==> src/rtl/ddr_bt_pkg.sv <==
`timescale 1ns/1ps
// Package: shared command coding for the burst termination controller.
// Assumes a 3-bit command field. Codes not listed are treated as no-ops.
package ddr_bt_pkg;
    typedef enum logic [2:0] {
        OP_NOP   = 3'd0,
        OP_READ  = 3'd1,
        OP_WRITE = 3'd2,
        OP_PRE   = 3'd3,
        OP_BST   = 3'd4
    } bt_op_t;
endpackage

==> src/rtl/bt_beat_counter.sv <==
`timescale 1ns/1ps
// Module: bt_beat_counter
// Counts the clock cycles of one burst. A start loads BEATS cycles and a
// kill clears the count. If both arrive together, start wins.
// Assumes BEATS >= 1.
module bt_beat_counter #(
    parameter int BEATS = 4
) (
    input  logic clk,
    input  logic rst_n,
    input  logic start,
    input  logic kill,
    output logic active
);
    localparam int CW = $clog2(BEATS + 1);
    localparam logic [CW-1:0] LOAD = CW'(BEATS);

    logic [CW-1:0] left_q;

    // Purpose: load on start, clear on kill, count down otherwise.
    always_ff @(posedge clk) begin
        if (!rst_n) begin
            left_q <= '0;
        end else if (start) begin
            left_q <= LOAD;
        end else if (kill) begin
            left_q <= '0;
        end else if (left_q != '0) begin
            left_q <= left_q - 1'b1;
        end
    end

    // Purpose: burst is active while beats remain.
    always_comb active = (left_q != '0);
endmodule

==> src/rtl/bt_delay_line.sv <==
`timescale 1ns/1ps
// Module: bt_delay_line
// Delays a single bit by DEPTH register stages. It models the
// CAS-latency path from read issue to data on the bus. Assumes DEPTH >= 1.
module bt_delay_line #(
    parameter int DEPTH = 3
) (
    input  logic clk,
    input  logic rst_n,
    input  logic din,
    output logic dout
);
    logic [DEPTH-1:0] stage_q;

    generate
        if (DEPTH == 1) begin : g_single
            // Purpose: one-stage delay.
            always_ff @(posedge clk) begin
                if (!rst_n) stage_q <= '0;
                else        stage_q <= din;
            end
        end else begin : g_chain
            // Purpose: shift the bit one stage per clock.
            always_ff @(posedge clk) begin
                if (!rst_n) stage_q <= '0;
                else        stage_q <= {stage_q[DEPTH-2:0], din};
            end
        end
    endgenerate

    // Purpose: the last stage drives the output.
    always_comb dout = stage_q[DEPTH-1];
endmodule

==> src/rtl/bt_mask_timer.sv <==
`timescale 1ns/1ps
// Module: bt_mask_timer
// Holds the mask high for TWR cycles, starting in the trigger cycle.
// The trigger cycle is covered combinationally and the remaining TWR-1
// cycles by a counter. Assumes TWR >= 1.
module bt_mask_timer #(
    parameter int TWR = 2
) (
    input  logic clk,
    input  logic rst_n,
    input  logic trigger,
    output logic mask
);
    localparam int TAIL = TWR - 1;
    localparam int CW   = (TAIL < 1) ? 1 : $clog2(TAIL + 1);
    localparam logic [CW-1:0] LOAD = CW'(TAIL);

    logic [CW-1:0] tail_q;

    // Purpose: load the remaining recovery cycles on trigger, then count down.
    always_ff @(posedge clk) begin
        if (!rst_n) begin
            tail_q <= '0;
        end else if (trigger) begin
            tail_q <= LOAD;
        end else if (tail_q != '0) begin
            tail_q <= tail_q - 1'b1;
        end
    end

    // Purpose: mask is high in the trigger cycle and while the tail remains.
    always_comb mask = trigger || (tail_q != '0);
endmodule

==> src/rtl/ddr_burst_term.sv <==
`timescale 1ns/1ps
// Module: ddr_burst_term (top)
// Data-path burst termination for a DDR SDRAM controller. It decodes the
// command of each cycle and drives the read-valid window, the write input
// enable, the interrupt data mask and the unsupported-stop flag.
// Assumes: BL is 2, 4 or 8; CL >= 1; TWR >= 1. The command stream does
// not mix read and write bursts while the other is still active.
module ddr_burst_term #(
    parameter int BL  = 8,
    parameter int CL  = 3,
    parameter int TWR = 2
) (
    input  logic       clk,
    input  logic       rst_n,
    input  logic [2:0] cmd,
    output logic       rd_valid,
    output logic       wr_en,
    output logic       dm_out,
    output logic       stop_err
);
    import ddr_bt_pkg::*;

    localparam int HALF = BL / 2;

    logic is_read, is_write, is_pre, is_bst;
    logic rd_act, wr_act, wr_cut, err_q;

    // Purpose: decode the command field. Unlisted codes decode to nothing.
    always_comb begin
        is_read  = (cmd == OP_READ);
        is_write = (cmd == OP_WRITE);
        is_pre   = (cmd == OP_PRE);
        is_bst   = (cmd == OP_BST);
    end

    // Read burst: precharge or burst stop both end it at the issue stage.
    bt_beat_counter #(.BEATS(HALF)) u_rd_beats (
        .clk    (clk),
        .rst_n  (rst_n),
        .start  (is_read),
        .kill   (is_pre || is_bst),
        .active (rd_act)
    );

    // CAS-latency delay from issue stage to the data bus.
    bt_delay_line #(.DEPTH(CL)) u_rd_delay (
        .clk   (clk),
        .rst_n (rst_n),
        .din   (rd_act),
        .dout  (rd_valid)
    );

    // Write burst: only a precharge ends it.
    bt_beat_counter #(.BEATS(HALF)) u_wr_beats (
        .clk    (clk),
        .rst_n  (rst_n),
        .start  (is_write),
        .kill   (is_pre),
        .active (wr_act)
    );

    // Purpose: a precharge hitting a live write burst is an interrupt.
    always_comb wr_cut = is_pre && wr_act;

    // Recovery mask after the interrupted write.
    bt_mask_timer #(.TWR(TWR)) u_mask (
        .clk     (clk),
        .rst_n   (rst_n),
        .trigger (wr_cut),
        .mask    (dm_out)
    );

    // Purpose: input path closes in the very cycle of the precharge.
    always_comb wr_en = wr_act && !is_pre;

    // Purpose: flag a burst stop that arrives during a write, one cycle later.
    always_ff @(posedge clk) begin
        if (!rst_n) err_q <= 1'b0;
        else        err_q <= is_bst && wr_act;
    end

    always_comb stop_err = err_q;
endmodule

==> config.mk <==
export PLATFORM = sky130hd
export DESIGN_NAME = ddr_burst_term
export DESIGN_NICKNAME = d
export VERILOG_FILES = /design/src/rtl/ddr_bt_pkg.sv /design/src/rtl/bt_beat_counter.sv /design/src/rtl/bt_delay_line.sv /design/src/rtl/bt_mask_timer.sv /design/src/rtl/ddr_burst_term.sv
export SDC_FILE = /design/constraint.sdc
export NUM_CORES = 1
export LEC_CHECK = 0
export ABC_CLOCK_PERIOD_IN_PS = 1800
export CAP_MARGIN = 20
export CORE_UTILIZATION = 30
export DETAILED_ROUTE_END_ITERATION = 12
export GPL_TIMING_DRIVEN = 0
export PLACE_DENSITY_LB_ADDON = 0.15
export SETUP_SLACK_MARGIN = 0.4
export SLEW_MARGIN = 20
export SYNTH_ARGS = -nofsm -noshare
export SYNTH_HDL_FRONTEND = slang
export SYNTH_SLANG_ARGS = --single-unit
==> constraint.sdc <==
create_clock -name clk -period 1.8 [get_ports clk]
set_input_delay 0.36 -clock clk [delete_from_list [all_inputs] [get_ports clk]]
set_output_delay 0.36 -clock clk [all_outputs]
set_load 0.03 [all_outputs]
==> results of run 1 <==
[metrics by stage]
stage	setup slack (ns)	hold WS [ns]	power (mW)
after floorplan	0.354	0.412	0.716
after global placement	-0.685	0.414	0.823
after detailed placement	-0.674	0.429	0.822
after CTS	0.140	0.446	1.10
after global routing	0.0671	0.452	1.22
final	0.135	0.439	1.12
[timing repair]
| item | 4_1_cts | 5_1_grt |
|---|---|---|
| setup endpoints to repair | 4 | 2 |
| gates resized for setup | 28 | 1 |
| pin swaps | 3 | 1 |
| setup buffers | 6 | 1 |
[critical path: stages (launching register included)]
cell and delay [ns]:
dfxtp_2 0.34, inv_2 0.05, ha_4 0.15, and2b_2 0.23, a21oi_2 0.14, buf_6 0.15
[path summary, 6_finish.rpt]
check | start | end | slack, ns | cells after the start
max | u_wr_beats.left_q[1] | wr_en | 0.14 | 5
min | u_rd_delay.stage_q[1] | u_rd_delay.stage_q[2] | 0.44 | 1
max reg2reg | u_wr_beats.left_q[0] | u_wr_beats.left_q[2] | 0.53 | 5
min reg2reg | u_rd_delay.stage_q[1] | u_rd_delay.stage_q[2] | 0.44 | 1
[final cells by class]
cell class	instances	share of cell area, %
clock buffer	4	3.63
inverter	4	2.42
multi-input combinational	36	42.4
sequential	11	30.8
tap	16	2.77
timing repair buffer	15	18.0
[synthesized netlist by cell type, drive strengths merged, types with 2 or more instances]
cell / count / share of area (%)
nand2b: 3 / 4.2
nor2: 6 / 4.5
xnor2: 2 / 3.5
dfxtp: 11 / 44
ha: 4 / 9.9
nor3b: 2 / 4.0
nand2: 3 / 2.7
a211oi: 2 / 3.0
and2: 3 / 3.7
inv: 4 / 3.0
nor2b: 4 / 5.4
[power by group]
group          internal [mW]  switching (mW)  leakage [nW]
Combinational          0.308           0.298         0.201
Sequential             0.316          0.0347        0.0909
Clock                 0.0857          0.0769        0.0150
[per-layer routing]
layer | wire, um | share of wire [%]
met4 | 17 | 2.0
met1 | 385 | 45
met3 | 45 | 5.3
met5 | 0 | 0
met2 | 408 | 48
[flip-flops by register name (all words and copies together) (netlist names)]
name,count
stop_err,1
u_mask.tail_q,1
u_rd_beats.left_q,3
u_rd_delay.stage_q,3
u_wr_beats.left_q,3
[kinds of logic (layout without fill, tap and decap cells)]
| group | after synthesis | count (layout) | synth area share, % |
|---|---|---|---|
| AO/OA/AOI/OAI | 6 | 6 | 10.4 |
| XOR/XNOR | 2 | 2 | 3.47 |
| adder cells (fa/ha/maj) | 4 | 4 | 9.90 |
| buffers and inverters | 4 | 23 | 2.97 |
| flip-flops | 11 | 11 | 43.6 |
| AND/OR/NAND/NOR | 24 | 24 | 29.7 |
==> impl_metrics.ini, run 1 <==
[critical_path]
path_class = register to output port
endpoint_kind = output port
critical_path.max_fanout = 3
cp-start-kind = register
crit_required_ns = 1.44
arrival_ns = 1.30

[timing]
timing.fmax_ghz = 0.601
setup_viol = 0
worst_pin_slew_ns = 0.300
finalHoldViolations = 0
setup_tns_ns = 0
skew_ns = 0.00345
rsz0062_at_grt = yes
post-route-min-period_ns = 1.66
period_share_pct = 92.5
relSlewSlack_pct = 80.0
drv_slew = 0

[detailed_routing]
vias = 394
wl_per_cell_um = 9.95
drc_errors = 0
first_pass_iters = 4
routed_wl_um = 856
drtAntennaViolNets = 0
viasPerCell = 4.58
drt-initial-drc-count = 1

[synthesis]
ys_types = 22
synth_cells = 51
avgSynthCellArea_um2 = 9.91
synth_ff_type = dfxtp_1
ys_seq_elements = 11
ys_seq_area_share_pct = 43.6
ys_async_sr_fraction_pct = 0
postSynthNetCount = 60
syn_area_um2 = 505
synth_warnings = 0
synth_edf_count = 0

[finish]
drive_gt1_share_pct = 38.6
diodes = 0
layout_common_cells = dfxtp_1, buf_4, nor2_1
seqCellArea_um2 = 223
fin_nets = 80
multi_input_area_um2 = 307
stdcell_count = 86
final_common_cell = dfxtp_1
nFillCells = 154
syn_to_final_growth_pct = 43.1
final_area_um2 = 723
utilization_pct = 46.9

[cts]
ctsHoldBuffers = 0
cts_buffer_depth = 2
cts_num_sinks = 11
cts_root_buffer = clkbuf_4
cts_max_level = 1
cts_buffers = 3
cts.clk_slew.worst_paths_ns = 0.07
tritoncts = built
clock_latency_ns = 0.26

[global_routing]
grt_remaining_overflow = 0
met1_usage_pct = 13.7
grtUsageTotal_pct = 12.2
grt-busiest-layer = met2
grt_first_pass_wirelength_mm = 1.53
antenna_found_initial = 0
grt_start_max_net_pins = 8
grt_pass1_vias = 376
met2_usage_pct = 17.0
globalRouteMet3Util_pct = 6.81

[placed_design]
dp_hpwl_um = 572
io_buffers = 8
post_dp_cell_area_um2 = 613
place_inst = 75
place.gp.congestion = 0.608

[floorplan]
die_h_um = 43.1
die_area_um2 = 1850
fp.coreArea_um2 = 1540
io-pin-count = 9
dieWidth_um = 43.1
num_rows = 14
start_util_pct = 32.8

[outcome]
status = finished, final reports clean

[power]
ir_drop_uv = 704
p_per_area_nw_per_um2 = 1550
leakage_nw = 0.307

[worst_hold_path]
hp-class = register to register

[job]
maxCapViolCount = 0
Note: power is estimated with default switching activity, not from simulation.
==> inputs of run 2 (changes only) <==
--- a/config.mk
+++ b/config.mk
@@ -8,6 +8,7 @@
 export ABC_CLOCK_PERIOD_IN_PS = 1800
 export CAP_MARGIN = 20
 export CORE_UTILIZATION = 30
+export CTS_CLUSTER_DIAMETER = 60
 export DETAILED_ROUTE_END_ITERATION = 12
 export GPL_TIMING_DRIVEN = 0
 export PLACE_DENSITY_LB_ADDON = 0.15
==> results of run 2 <==
Final layout, timing and power as in run 1 (identical DEF).
